### src/rtl/sfs_pkg.sv
package sfs_pkg;

  // Action taken by the sequencer in one cycle
  typedef enum logic [1:0] {
    ACT_IDLE  = 2'd0,
    ACT_FETCH = 2'd1,
    ACT_REUSE = 2'd2
  } sfs_act_e;

  // True when the iteration must pull a new input pixel
  function automatic logic needs_fetch(input logic held_vld, input logic pat_bit);
    return !held_vld || pat_bit;
  endfunction

endpackage

### src/rtl/sfs_index.sv
module sfs_index #(
  parameter int MAX_K = 8,
  localparam int IDX_W = (MAX_K > 1) ? $clog2(MAX_K) : 1
) (
  input  logic             clk,
  input  logic             rst,
  input  logic             en,
  input  logic             advance,
  input  logic [IDX_W-1:0] cfg_kw,
  input  logic [MAX_K-1:0] cfg_pat,
  output logic [IDX_W-1:0] idx_q,
  output logic [IDX_W-1:0] eff_kw,
  output logic             pat_bit
);

  logic [IDX_W-1:0] kw_q;
  logic [MAX_K-1:0] pat_q;
  logic [MAX_K-1:0] eff_pat;
  logic             at_start;
  logic             at_last;

  // Live configuration at batch start, captured copy afterwards
  always_comb begin
    at_start = (idx_q == '0);
    eff_kw   = at_start ? cfg_kw  : kw_q;
    eff_pat  = at_start ? cfg_pat : pat_q;
    pat_bit  = eff_pat[idx_q];
    at_last  = (idx_q == eff_kw);
  end

  always_ff @(posedge clk) begin
    if (rst) begin
      idx_q <= '0;
      kw_q  <= '0;
      pat_q <= '0;
    end else if (!en) begin
      idx_q <= '0;
    end else if (advance) begin
      if (at_start) begin
        kw_q  <= cfg_kw;
        pat_q <= cfg_pat;
      end
      idx_q <= at_last ? '0 : idx_q + 1'b1;
    end
  end

endmodule

### src/rtl/sfs_decide.sv
module sfs_decide
  import sfs_pkg::*;
(
  input  logic     en,
  input  logic     held_vld,
  input  logic     pat_bit,
  input  logic     out_room,
  input  logic     in_valid,
  output logic     in_ready,
  output sfs_act_e act
);

  logic need;

  always_comb begin
    need     = needs_fetch(held_vld, pat_bit);
    in_ready = en && out_room && need;
    act      = ACT_IDLE;
    if (en && out_room) begin
      if (!need)         act = ACT_REUSE;
      else if (in_valid) act = ACT_FETCH;
    end
  end

endmodule

### src/rtl/sfs_hold.sv
module sfs_hold
  import sfs_pkg::*;
#(
  parameter int PIX_W = 24
) (
  input  logic             clk,
  input  logic             rst,
  input  logic             en,
  input  sfs_act_e         act,
  input  logic [PIX_W-1:0] in_data,
  input  logic             out_ready,
  output logic [PIX_W-1:0] held_q,
  output logic             held_vld,
  output logic             out_valid,
  output logic [PIX_W-1:0] out_data,
  output logic             out_room
);

  assign out_room = !out_valid || out_ready;

  always_ff @(posedge clk) begin
    if (rst) begin
      held_q    <= '0;
      held_vld  <= 1'b0;
      out_valid <= 1'b0;
      out_data  <= '0;
    end else begin
      if (!en) held_vld <= 1'b0;
      case (act)
        ACT_FETCH: begin
          held_q    <= in_data;
          held_vld  <= 1'b1;
          out_data  <= in_data;
          out_valid <= 1'b1;
        end
        ACT_REUSE: begin
          out_data  <= held_q;
          out_valid <= 1'b1;
        end
        default: begin
          if (out_ready) out_valid <= 1'b0;
        end
      endcase
    end
  end

endmodule

### src/rtl/scale_fetch_seq.sv
module scale_fetch_seq
  import sfs_pkg::*;
#(
  parameter int PIX_W = 24,
  parameter int MAX_K = 8,
  localparam int IDX_W = (MAX_K > 1) ? $clog2(MAX_K) : 1
) (
  input  logic             clk,
  input  logic             rst,
  input  logic             en,
  input  logic [IDX_W-1:0] cfg_kw_m1,
  input  logic [MAX_K-1:0] cfg_pattern,
  input  logic             in_valid,
  output logic             in_ready,
  input  logic [PIX_W-1:0] in_data,
  output logic             out_valid,
  input  logic             out_ready,
  output logic [PIX_W-1:0] out_data
);

  sfs_act_e         act;
  logic [IDX_W-1:0] idx_q;
  logic [IDX_W-1:0] eff_kw;
  logic             pat_bit;
  logic             held_vld;
  logic [PIX_W-1:0] held_q;
  logic             out_room;
  logic             step;
  logic             in_take;

  assign step    = (act != ACT_IDLE);
  assign in_take = in_valid && in_ready;

  sfs_index #(.MAX_K(MAX_K)) index_i (
    .clk     (clk),
    .rst     (rst),
    .en      (en),
    .advance (step),
    .cfg_kw  (cfg_kw_m1),
    .cfg_pat (cfg_pattern),
    .idx_q   (idx_q),
    .eff_kw  (eff_kw),
    .pat_bit (pat_bit)
  );

  sfs_decide decide_i (
    .en       (en),
    .held_vld (held_vld),
    .pat_bit  (pat_bit),
    .out_room (out_room),
    .in_valid (in_valid),
    .in_ready (in_ready),
    .act      (act)
  );

  sfs_hold #(.PIX_W(PIX_W)) hold_i (
    .clk       (clk),
    .rst       (rst),
    .en        (en),
    .act       (act),
    .in_data   (in_data),
    .out_ready (out_ready),
    .held_q    (held_q),
    .held_vld  (held_vld),
    .out_valid (out_valid),
    .out_data  (out_data),
    .out_room  (out_room)
  );

endmodule

### config.mk
export PLATFORM = sky130hd
export DESIGN_NAME = scale_fetch_seq
export DESIGN_NICKNAME = d
export VERILOG_FILES = /design/src/rtl/sfs_pkg.sv /design/src/rtl/sfs_index.sv /design/src/rtl/sfs_decide.sv /design/src/rtl/sfs_hold.sv /design/src/rtl/scale_fetch_seq.sv
export SDC_FILE = /design/constraint.sdc
export NUM_CORES = 1
export LEC_CHECK = 0
export CORE_MARGIN = 3
export CORE_UTILIZATION = 49
export CTS_CLUSTER_SIZE = 30
export DETAILED_ROUTE_END_ITERATION = 16
export PLACE_DENSITY = 0.79
export SYNTH_ARGS = -nofsm -noshare
export SYNTH_HDL_FRONTEND = slang
export SYNTH_SLANG_ARGS = --single-unit
### constraint.sdc
create_clock -name clk -period 3.2 [get_ports clk]
set_input_delay 0.48 -clock clk [delete_from_list [all_inputs] [get_ports clk]]
set_output_delay 0.48 -clock clk [all_outputs]
set_load 0.02 [all_outputs]
==> impl_metrics.env <==
export IMPL_wl_per_cell_um=14.0
export IMPL_synth_nets=337
export IMPL_p_seq_share_pct=48.3
export IMPL_diodes=0
export IMPL_dp_hpwl_um=4020
export IMPL_ys_seq_elements=64
export IMPL_syn_area_per_cell_um2=9.55
export IMPL_critPathCaptureType="output port"
export IMPL_timing_final_ws_setup_ns=0.244
export IMPL_endpoint="in_ready"
export IMPL_synthesis_instances=291
export IMPL_antenna_found_initial=0
export IMPL_cts_root_buffer="clkbuf_8"
export IMPL_run_status="completed"
export IMPL_hp_class="flip-flop to flip-flop"
export IMPL_finalSetupTns_ns=0
export IMPL_die_area_um2=6610
export IMPL_r2r_slack_ns=0.39
export IMPL_clk_path_buf_depth=2
export IMPL_grt_pass1_vias=2175
export IMPL_critPathLaunch="index_i.idx_q[0]"
export IMPL_rows=26
export IMPL_finalSetupViolCount=0
export IMPL_hold_violations=0
export IMPL_grt_usage_pct=19.9
export IMPL_nNetsFinal=397
export IMPL_synth_flop_cell="dfxtp_1"
export IMPL_p_sw_uw=500
export IMPL_power_density_nw_per_um2=495
export IMPL_coreArea_um2=5300
export IMPL_cts_inserted_buffers=9
export IMPL_grt_overflow=0
export IMPL_fmax_mhz=338
export IMPL_synth_edf_count=0
export IMPL_crit_required_ns=2.72
export IMPL_cts_tree="done"
export IMPL_holdPathStages=2
export IMPL_yosysTopAreaCell="dfxtp_1"
export IMPL_reg2reg_to="index_i.pat_q[4]"
export IMPL_drc_errors=0
export IMPL_tightest_slew_ns=0.840
export IMPL_first_pass_iters=4
export IMPL_ioPinCount=66
export IMPL_synth_common_cells="64 x dfxtp_1, 53 x nor2_1, 52 x mux2i_1, 28 x nand2_1, 24 x a211oi_1"
export IMPL_cp_arrival_ns=2.48
export IMPL_drive_gt1_share_pct=8.43
export IMPL_rsz0062_at_grt="no"
export IMPL_pwr_share_comb_pct=18.3
export IMPL_clock_latency_ns=0.34
export IMPL_port_buffers=65
export IMPL_post_drt_via_cell_ratio=5.30
export IMPL_grt_pass1_wl_um=9980
export IMPL_cap_violations=0
export IMPL_drt_iter0_markers=94
export IMPL_clkTransAtPathRegs_ns=0.07
export IMPL_yosysMostFrequentCell="dfxtp_1"
export IMPL_ctsHoldBuffers=0
export IMPL_internal_power_mw=1.31
export IMPL_min_period_ns=2.96
export IMPL_power_frac_clock_pct=33.3
export IMPL_fill_cells=420
export IMPL_synth_top_area_share_pct=46.1
export IMPL_post_place_ws_ns=0.179
export IMPL_cts_max_level=3
export IMPL_ys_seq_area_share_pct=46.1
export IMPL_worstReg2RegStart="index_i.idx_q[0]"
export IMPL_min_period_over_period_pct=92.4
export IMPL_instances_no_fill=426
export IMPL_critPathMaxFanout=6
export IMPL_synth_area_leaders="dfxtp_1 46%, mux2i_1 19%, nor2_1 7.2%"
export IMPL_drtAntennaViolNets=0
export IMPL_cellLeakagePower_nw=1.33
export IMPL_die_width_um=81.3
export IMPL_relSlewSlack_pct=44.0
export IMPL_routed_wl_um=5960
export IMPL_slew_violations=0
export IMPL_ir_drop_mv=0.408
export IMPL_syn_area_um2=2780
export IMPL_gp_congestion=0.791
export IMPL_areaGrowthSynthToFinish_pct=32.0
export IMPL_cts_sinks=64
export IMPL_startpoint_type="flip-flop"
export IMPL_initial_core_util_pct=52.4
export IMPL_vias=2256
export IMPL_clock_skew_ns=0.00776
export IMPL_critical_path_class="flip-flop to output port"
export IMPL_ys_async_sr_fraction_pct=0
export IMPL_placed_cells=410
export IMPL_dieHeight_um=81.3
export IMPL_power_share_switching_pct=27.6
export IMPL_ys_warnings_count=0
export IMPL_reg2regPathDepth=10
export IMPL_synth_distinct_cells=30
export IMPL_grt_max_degree=50
## worst min-delay path by stage
stage | from | to | slack [ns]
floorplan | index_i.pat_q[5] | index_i.pat_q[5] | 0.43
CTS | index_i.pat_q[6] | index_i.pat_q[6] | 0.46
global placement | index_i.pat_q[6] | index_i.pat_q[6] | 0.44
global route | index_i.kw_q[0] | index_i.kw_q[0] | 0.49
finish | index_i.pat_q[6] | index_i.pat_q[6] | 0.45
detailed placement | index_i.pat_q[6] | index_i.pat_q[6] | 0.45
## power groups by stage
stage          logic, mW  clock network (mW)  registers (mW)
6_report           0.332               0.605           0.877
4_1_cts            0.333               0.616           0.877
5_1_grt            0.364               0.653           0.883
3_3_place_gp       0.326                   0           0.893
3_5_place_dp       0.332                   0           0.894
2_1_floorplan      0.152                   0           0.926
## per-layer routing
layer,wire length (µm),track usage [%],vias up,share of wire [%]
met5,0,0,-,0
met4,23,5.07,0,0.39
met2,2800,31.3,68,47
li1,-,-,1131,-
met1,2610,25.1,1055,44
met3,532,8.76,2,8.9
## worst max-delay path: stages (launching register included)
cell,delay (ns)
dfxtp_2,0.36
inv_1,0.10
ha_2,0.26
nor2b_4,0.24
o221ai_1,0.19
o211a_1,0.25
nor2_1,0.12
clkdlybuf4s50_1,0.62
## area by class of cell
cell class / count / area (µm²) / area share (%)
Clock buffer: 10 / 138 / 3.75
Inverter: 3 / 11.3 / 0.307
Sequential cell: 64 / 1280 / 35.0
Timing Repair Buffer: 70 / 708 / 19.3
Clock inverter: 6 / 35.0 / 0.955
Multi-Input combinational cell: 203 / 1410 / 38.3
Tap cell: 70 / 87.6 / 2.39
## state kept, by name, indices dropped and copies added (netlist names)
signal and cells:
hold_i.out_valid 1, index_i.kw_q 3, hold_i.held_vld 1, index_i.idx_q 3, hold_i.held_q 24, hold_i.out_data 24
index_i.pat_q 8
## placed cells by master, fill, tap and decap left out, drive strengths merged, types with 3 or more instances in the layout
| cell type | n |
|---|---|
| inv | 3 |
| clkbuf | 10 |
| clkinv | 4 |
| dfxtp | 64 |
| nand2 | 28 |
| buf | 6 |
| a211oi | 24 |
| nand2b | 3 |
| xnor2 | 4 |
| a31oi | 3 |
| nor2 | 53 |
| mux2i | 52 |
| a21oi | 13 |
| ha | 6 |
| clkdlybuf4s50 | 64 |
## logic make-up (layout without fill, tap and decap cells)
kind of cell	Yosys count	after routing	synth area share (%)
adder cells (fa/ha/maj)	6	6	2.70
flip-flops	64	64	46.1
AND/OR/NAND/NOR	93	93	14.0
AO/OA/AOI/OAI	44	44	11.0
multiplexers	56	56	21.3
XOR/XNOR	4	4	1.26
buffers and inverters	24	89	3.56
## per-stage QoR
| stage | utilization (%) | area (µm²) | hold WS, ns | total power [mW] |
|---|---|---|---|---|
| after floorplan | - | 2780 | 0.432 | 1.08 |
| after global placement | 65.8 | 3490 | 0.438 | 1.22 |
| after detailed placement | 65.8 | 3490 | 0.446 | 1.23 |
| after CTS | 69.0 | 3660 | 0.455 | 1.83 |
| after global routing | 69.2 | 3670 | 0.486 | 1.90 |
| final | 69.2 | 3670 | 0.455 | 1.81 |
## what timing repair did
action | in CTS | in global routing
resized for setup | 0 | 3
buffers inserted | 0 | 0
endpoints found under the setup margin | 0 | 1
Note: power is estimated with default switching activity, not from simulation.
